### config.mk
export PLATFORM = sky130hd
export DESIGN_NAME = bool_bit_proc
export DESIGN_NICKNAME = d
export VERILOG_FILES = /design/src/rtl/bbp_pkg.sv /design/src/rtl/bbp_logic.sv /design/src/rtl/bbp_guard.sv /design/src/rtl/bool_bit_proc.sv
export SDC_FILE = /design/constraint.sdc
export NUM_CORES = 1
export LEC_CHECK = 0
export BUFFER_PORTS_ARGS = -buffer_cell sky130_fd_sc_hd__buf_2
export CAP_MARGIN = 40
export CORE_UTILIZATION = 30
export CTS_CLUSTER_DIAMETER = 200
export DETAILED_ROUTE_END_ITERATION = 7
export GPL_ROUTABILITY_DRIVEN = 0
export SYNTH_ARGS = -nofsm -noshare
export SYNTH_HDL_FRONTEND = slang
export SYNTH_HIERARCHICAL = 1
export SYNTH_SLANG_ARGS = --single-unit
### constraint.sdc
create_clock -name clk -period 1.1 [get_ports clk]
set_clock_uncertainty 0.15 [all_clocks]
set_input_delay 0 -clock clk [delete_from_list [all_inputs] [get_ports clk]]
set_output_delay 0 -clock clk [all_outputs]
set_load 0.005 [all_outputs]
### src/rtl/bbp_pkg.sv
package bbp_pkg;
    localparam int OP_W = 5;

    typedef enum logic [OP_W-1:0] {
        OP_NOP        = 5'd0,
        OP_CY_CLR     = 5'd1,
        OP_CY_SET     = 5'd2,
        OP_CY_INV     = 5'd3,
        OP_B_CLR      = 5'd4,
        OP_B_SET      = 5'd5,
        OP_B_INV      = 5'd6,
        OP_AND_B      = 5'd7,
        OP_AND_NB     = 5'd8,
        OP_OR_B       = 5'd9,
        OP_OR_NB      = 5'd10,
        OP_CY_LOAD    = 5'd11,
        OP_B_STORE    = 5'd12,
        OP_BR_SET     = 5'd13,
        OP_BR_CLR     = 5'd14,
        OP_BR_SET_ZAP = 5'd15,
        OP_BR_CY      = 5'd16,
        OP_BR_NCY     = 5'd17
    } op_e;

    typedef struct packed {
        logic vld;
        logic cy;
        logic bv;
        logic we;
        logic tk;
    } res_t;
endpackage

### src/rtl/bbp_logic.sv
module bbp_logic
    import bbp_pkg::*;
(
    input  logic [OP_W-1:0] op,
    input  logic            bit_in,
    input  logic            cy_in,
    output logic            cy_nxt,
    output logic            bit_nxt,
    output logic            wr_req,
    output logic            take
);
    always_comb begin
        cy_nxt  = cy_in;
        bit_nxt = bit_in;
        wr_req  = 1'b0;
        take    = 1'b0;
        case (op)
            OP_CY_CLR:     cy_nxt = 1'b0;
            OP_CY_SET:     cy_nxt = 1'b1;
            OP_CY_INV:     cy_nxt = ~cy_in;
            OP_B_CLR:      begin bit_nxt = 1'b0;    wr_req = 1'b1; end
            OP_B_SET:      begin bit_nxt = 1'b1;    wr_req = 1'b1; end
            OP_B_INV:      begin bit_nxt = ~bit_in; wr_req = 1'b1; end
            OP_AND_B:      cy_nxt = cy_in & bit_in;
            OP_AND_NB:     cy_nxt = cy_in & ~bit_in;
            OP_OR_B:       cy_nxt = cy_in | bit_in;
            OP_OR_NB:      cy_nxt = cy_in | ~bit_in;
            OP_CY_LOAD:    cy_nxt = bit_in;
            OP_B_STORE:    begin bit_nxt = cy_in;   wr_req = 1'b1; end
            OP_BR_SET:     take = bit_in;
            OP_BR_CLR:     take = ~bit_in;
            OP_BR_SET_ZAP: begin
                take    = bit_in;
                wr_req  = bit_in;
                bit_nxt = 1'b0;
            end
            OP_BR_CY:      take = cy_in;
            OP_BR_NCY:     take = ~cy_in;
            default:       ;
        endcase
    end
endmodule

### src/rtl/bbp_guard.sv
module bbp_guard #(
    parameter int               BYTE_W  = 8,
    parameter logic [BYTE_W-1:0] RO_MASK = 8'b0100_0101,
    localparam int              SEL_W   = $clog2(BYTE_W)
) (
    input  logic             in_flags,
    input  logic [SEL_W-1:0] pos,
    input  logic             wr_req,
    output logic             wr_ok
);
    logic locked;

    always_comb begin
        locked = in_flags & RO_MASK[pos];
        wr_ok  = wr_req & ~locked;
    end
endmodule

### src/rtl/bool_bit_proc.sv
module bool_bit_proc
    import bbp_pkg::*;
#(
    parameter int               BYTE_W  = 8,
    parameter logic [BYTE_W-1:0] RO_MASK = 8'b0100_0101,
    localparam int              SEL_W   = $clog2(BYTE_W)
) (
    input  logic             clk,
    input  logic             rst_n,
    input  logic             op_valid,
    input  logic [OP_W-1:0]  op_code,
    input  logic             bit_val,
    input  logic             carry_in,
    input  logic             flag_sel,
    input  logic [SEL_W-1:0] bit_pos,
    output logic             res_valid,
    output logic             carry_out,
    output logic             bit_out,
    output logic             bit_we,
    output logic             branch_taken
);
    logic cy_nxt, bit_nxt, wr_req, take, wr_ok;
    res_t res_d, res_q;

    bbp_logic u_logic (
        .op      (op_code),
        .bit_in  (bit_val),
        .cy_in   (carry_in),
        .cy_nxt  (cy_nxt),
        .bit_nxt (bit_nxt),
        .wr_req  (wr_req),
        .take    (take)
    );

    bbp_guard #(.BYTE_W(BYTE_W), .RO_MASK(RO_MASK)) u_guard (
        .in_flags (flag_sel),
        .pos      (bit_pos),
        .wr_req   (wr_req),
        .wr_ok    (wr_ok)
    );

    always_comb begin
        res_d     = '0;
        res_d.vld = op_valid;
        res_d.cy  = res_q.cy;
        res_d.bv  = res_q.bv;
        if (op_valid) begin
            res_d.cy = cy_nxt;
            res_d.bv = bit_nxt;
            res_d.we = wr_ok;
            res_d.tk = take;
        end
    end

    always_ff @(posedge clk or negedge rst_n) begin
        if (!rst_n) res_q <= '0;
        else        res_q <= res_d;
    end

    assign res_valid    = res_q.vld;
    assign carry_out    = res_q.cy;
    assign bit_out      = res_q.bv;
    assign bit_we       = res_q.we;
    assign branch_taken = res_q.tk;

    // idle cycles give no strobe and no branch on the next cycle
    a_r2_idle_quiet: assert property (@(posedge clk) disable iff (!rst_n)
        !op_valid |=> (!res_valid && !bit_we && !branch_taken));

    // carry-only operations never write the bit
    a_r3_carry_ops_no_write: assert property (@(posedge clk) disable iff (!rst_n)
        (op_valid && op_code >= OP_CY_CLR && op_code <= OP_CY_INV) |=> !bit_we);

    // bit operations carry the input carry through
    a_r4_bit_ops_keep_carry: assert property (@(posedge clk) disable iff (!rst_n)
        (op_valid && op_code >= OP_B_CLR && op_code <= OP_B_INV)
        |=> (carry_out == $past(carry_in)));

    // a clear bit under jump-if-set-then-clear gives no write and no branch
    a_r8_zap_needs_set_bit: assert property (@(posedge clk) disable iff (!rst_n)
        (op_valid && op_code == OP_BR_SET_ZAP && !bit_val) |=> (!bit_we && !branch_taken));

    // protected flag positions are never strobed
    a_r10_ro_flag_locked: assert property (@(posedge clk) disable iff (!rst_n)
        (op_valid && flag_sel && RO_MASK[bit_pos]) |=> !bit_we);

    // unused codes leave carry alone
    a_r11_unused_inert: assert property (@(posedge clk) disable iff (!rst_n)
        (op_valid && op_code > OP_BR_NCY)
        |=> (!bit_we && !branch_taken && carry_out == $past(carry_in)));
endmodule

After elaboration in Yosys (flattened, before gate mapping)
Memories as Yosys holds them, arrays and structs flattened. Index checks and enable logic that the tools add are counted. W data, S select, Z words.

ROM bits: 8. Output and inout bits: 5. Memories kept: 1. Flip-flop bits (word level): 5. Input port bits: 14. Logic and storage cells: 42.

Muxes and demuxes: 6. Reduce and logical (&&, ||, !) cells: 3. Equal/unequal tests: 17. Bitwise operators: 9. Order comparisons: 1.

Memory list: (name not given) (depth 8, width 1, rd ports 1, clocked after memory_dff 0, write ports 0, RTL line bbp_guard.sv:14) `locked = in_flags & RO_MASK[pos];`.

Operators with widths (number): $eq A5 B4 Y1 const B (8); $eq A5 B3 Y1 const B (4); $eq A5 B2 Y1 const B (2); $eq A5 B5 Y1 const B (2); $pmux W1 S4 (2); $pmux W1 S8 (1); $eq A5 B1 Y1 const B (1); $and A1 B1 Y1 (4); $lt A3 B4 Y1 const B (1); $reduce_or A2 Y1 (2); $reduce_or A4 Y1 (1); $not A1 Y1 (3); $mux W2 (1); $or A1 B1 Y1 (2); $pmux W1 S2 (1); $mux W1 (1).

Depth between registers and ports, before layout
Depth after elaboration: 6. Depth in mapped cells: 7.

Modules after synthesis
Netlist, hierarchy kept.

By module, submodules not included: bbp_logic (instances 1, seq. area each 0.0 um^2, cells an instance 35, area an instance 235.2 um^2); bool_bit_proc (instances 1, seq. area each 125.1 um^2, cells an instance 9, area an instance 162.7 um^2); bbp_guard (instances 1, seq. area each 0.0 um^2, cells an instance 3, area an instance 18.8 um^2).

Worst setup path after synthesis
OpenSTA, ideal clock, no wires.

Path kind: input port to flip-flop. Start: in bit_val. End: reg res_q, in the netlist carry_out. Slack: -536 ps. Setup time: 125 ps. Stages: 6. Buffers on the path: 1. Arrival: 1361 ps. Cells stage by stage: buf_6 -> nand2b_4 -> maj3_2 -> or3b_1 -> a32o_1 -> mux2_2.

Word-level cells in the longest chain between the ends: 3. Elaborated cells on any way between the ends: 6.

RTL lines: start: declaration (RTL line bool_bit_proc.sv:12) `input logic bit_val,`; $not A1 Y1 (RTL line bbp_logic.sv:25, bbp_logic.sv:27); $or A1 B1 Y1 / $and A1 B1 Y1 (equally long branches) (RTL line bbp_logic.sv:27, bbp_logic.sv:25); $pmux W1 S8 (*) (RTL line bbp_logic.sv:17) `case (op)`; net cy_nxt (RTL line bool_bit_proc.sv:22) `logic cy_nxt, bit_nxt, wr_req, take, wr_ok;`; end signal: assignment (RTL line bool_bit_proc.sv:57) `else res_q <= res_d;`; end: declaration (RTL line bool_bit_proc.sv:23) `res_t res_d, res_q;`.

Mark *: on every way through the listed nets, which the timed path passes. The rest lies on a longest branch. A chain may end at the register's enable or synchronous reset.

Worst setup path in the final report
Ends and elaborated chain as after synthesis.

==> results.txt <==
----------------------------------------------------
[Run status]
  Result of the run ... complete, but fails checks
  Violations in the final reports ... negative hold slack, negative setup slack

[Global routing]
  Leftover overflow at the end of global routing ... 0
  First-pass GRT wire length ... 1390 µm
  Pin count of the biggest net entering global routing ... 13
  Vias in the first global route ... 360
  Global routing usage summed across all routing layers ... 0.137
  Antenna violations before repair ... 0

[Run]
  Count of max-cap constraint violations ... 0

[Synthesis]
  Biggest area contributors in the synthesized netlist ... sky130_fd_sc_hd__dfrtp_1 (30%), sky130_fd_sc_hd__mux2_2 (5.4%), sky130_fd_sc_hd__nor4b_1 (4.2%), sky130_fd_sc_hd__and2_2 (3.6%), sky130_fd_sc_hd__nand2b_4 (3.3%)
  Most used DFF post-synth ... sky130_fd_sc_hd__dfrtp_1
  Number of instances in the synthesized netlist ... 47
  Post-synth top area share ... 0.300
  Dominant cell type by area after synthesis ... sky130_fd_sc_hd__dfrtp_1
  Async set-reset flop share out of synthesis ... 1.00
  Avg Cell Area, Syn ... 8.86 µm²
  Net count after synthesis ... approximately 60
  Number of flip-flops and latches in the synthesized netlist ... 5
  Synth warnings ... 6
  Number of enable flip-flop cells after synthesis ... 0
  Portion of the post-synthesis area used by sequential elements ... 0.300
  Most used standard cell by instance count after synthesis ... sky130_fd_sc_hd__dfrtp_1
  Cell area after synthesis ... about 420 µm²
  Number of unique standard cell types used by synthesis ... 29
  Top post-synthesis cells by count ... sky130_fd_sc_hd__dfrtp_1 (5), sky130_fd_sc_hd__clkbuf_1 (3), sky130_fd_sc_hd__nand2_1 (3)

[Route]
  Via-to-Cell Ratio ... between 4 and 5
  Remaining DRCs ... 0
  Iteration-0 DRC Markers ... 7
  Wirelength, routed ... a little over 900 µm
  Overall via count from detail_route ... roughly 450
  Number of nets still failing antenna checks after routing ... 0
  First-pass iteration count of the detailed router ... 2
  Per-cell routed wire length ... 9.91 µm

[Timing]
  Portion of the clock cycle consumed by the worst path in the final layout ... 1.24
  Final slew viol count ... 0
  Headroom to the max-slew limit ... 0.832
  Worst Hold Slack ... -0.0340 ns
  Number of hold violations in the final report ... 1
  Final worst path period need ... about 1.4 ns
  Final Setup Violations ... 2
  Setup ws final ... -0.266 ns
  Setup repair after global routing missed its margin ... true
  Tightest Pin Transition ... 0.249 ns
  Timing-limited maximum frequency ... around 730 MHz

[Critical path]
  Crit Reg-Reg Startpoint ... bit_out
  Gate family responsible for the most delay along the worst path ... simple AND/OR/NAND/NOR gates
  Kind of capture point of the worst setup path ... flip-flop
  Critical Setup Path Class ... primary input to flip-flop
  Largest stage delay on the critical path ... 0.34 ns
  Element type at the critical path start ... primary input
  CP cell instances ... buf_2 -> nand2b_4 -> maj3_2 -> or3b_1 -> a32o_1 -> mux2_2
  Slowest-stage cell, CP ... sky130_fd_sc_hd__or3b_1
  Crit path DAT ... 1.34 ns
  Required time of the critical path ... 1.08 ns
  Setup crit start ... bit_val
  Critical path buffers and inverters ... 1
  Largest fanout of any net on the critical path ... 2

[CTS]
  Post-CTS Hold Fix Bufs ... 3
  Clock Tree Buf Depth ... 2
  Clock Tree Root ... sky130_fd_sc_hd__clkbuf_4
  CTS tree ... built
  Clock latency reported for the late side of the worst-skew pair ... 0.24 ns
  Clock-pin slew on the worst setup and hold paths ... 0.04 ns
  CTS H-tree depth ... 1
  Number of clock sinks ... 5
  Number of clock buffers inserted by TritonCTS ... 3

[Placement]
  Number of cells after detailed placement ... 85
  Pre-CTS setup slack ... -0.525 ns
  Port-buffer cells ... 18

[Hold path]
  Origin of the worst min-delay path ... bit_pos[0]
  Kind of path behind the tightest hold check ... primary input to flip-flop

[Floorplanning]
  Die X-Extent ... 39.3 µm
  Floorplan core area ... 0.00130 mm²
  Rows ... 13
  Initial Util ... 0.320
  DIE AREA ... about 0.0015 mm²
  Die Span Y ... 39.3 µm
  Number of primary I/O pins ... 19

[Layout]
  Number of cells in the finished layout apart from fillers ... 92
  Total inserted antenna cells ... 0
  Number of nets at the end of the flow ... 92
  Area grow syn2layout ... 56.8%
  Share of post-route cells with drive strength above 1 ... 0.519

[Power]
  Power per cell area ... 918 mW/mm²
  Static Leakage ... about 0.3 nW
  Worst ir drop on vdd ... 313 µV

----------------------------------------------------
## registers in the layout, summed over array words and instances (netlist names)
register	flops
branch_taken	1
bit_we	1
carry_out	1
bit_out	1
res_valid	1
## layer usage
| layer | vias to the layer above | GRT usage | routed length (µm) |
|---|---|---|---|
| li1 | 236 | - | - |
| met1 | 206 | 0.157 | 418 |
| met2 | 10 | 0.229 | 466 |
| met3 | 0 | 0.0511 | 27 |
| met4 | 0 | 0.0517 | 0 |
| met5 | - | 0 | 0 |
## per-stage QoR
step / TNS, ns / cell area, µm² / util / power (mW)
6_report: -0.298 / 653 / 0.502 / 0.600
5_1_grt: -0.351 / 653 / 0.502 / 0.646
4_1_cts: -0.279 / 631 / 0.485 / 0.605
3_5_place_dp: -1.09 / 574 / 0.441 / 0.373
3_3_place_gp: -1.10 / 574 / 0.441 / 0.372
2_1_floorplan: -0.583 / 432 / - / 0.297
## worst paths after layout
check	endpoint	slack, ns	cells after the start
max	carry_out	-0.27	6
min	bit_we	-0.03	3
max reg2reg	bit_out	0.19	1
min reg2reg	carry_out	0.36	1
max in group asynchronous	bit_we	0.09	3
min in group asynchronous	branch_taken	0.52	3
## area by class of cell
cell class | instances | area [µm²]
Clock buffer | 4 | 26.3
Fill cell | 137 | 648
Timing Repair Buffer | 30 | 188
Inverter | 1 | 3.75
Multi-Input combinational cell | 37 | 292
Sequential cell | 5 | 125
Tap cell | 15 | 18.8
## report_power, final
part           internal [mW]  switching, mW  leakage, nW
clock network          0.137         0.0772       0.0150
logic                  0.103         0.0762        0.228
registers              0.200        0.00668       0.0620
## worst min-delay path: cells and delay by family
family	cells	cell delay, ns
compound gates	1	0.12
buf+inv	1	0.08
simple gates	1	0.13
## cells by family after synthesis
| family | Yosys count | share of synthesized area |
|---|---|---|
| buf+inv | 5 | 0.0631 |
| flops | 5 | 0.300 |
| fa+ha+maj | 1 | 0.0270 |
| xor+xnor | 1 | 0.0210 |
| compound gates | 12 | 0.204 |
| simple gates | 21 | 0.330 |
| mux | 2 | 0.0541 |
## cell usage in the layout, fill, tap and decap left out, drive strengths merged, types with 3 or more instances in the layout
cell type	n
nand2	3
clkbuf	4
dlygate4sd3	3
nand2b	3
dfrtp	5
buf	27
## repair_timing
item                                   CTS  global route
setup buffers                            0             0
endpoints found under the hold margin   10             1
pin swaps                                1             1
setup endpoints to repair                2             3
resized for setup                        0             4
Power figures use the tool's default switching activity.
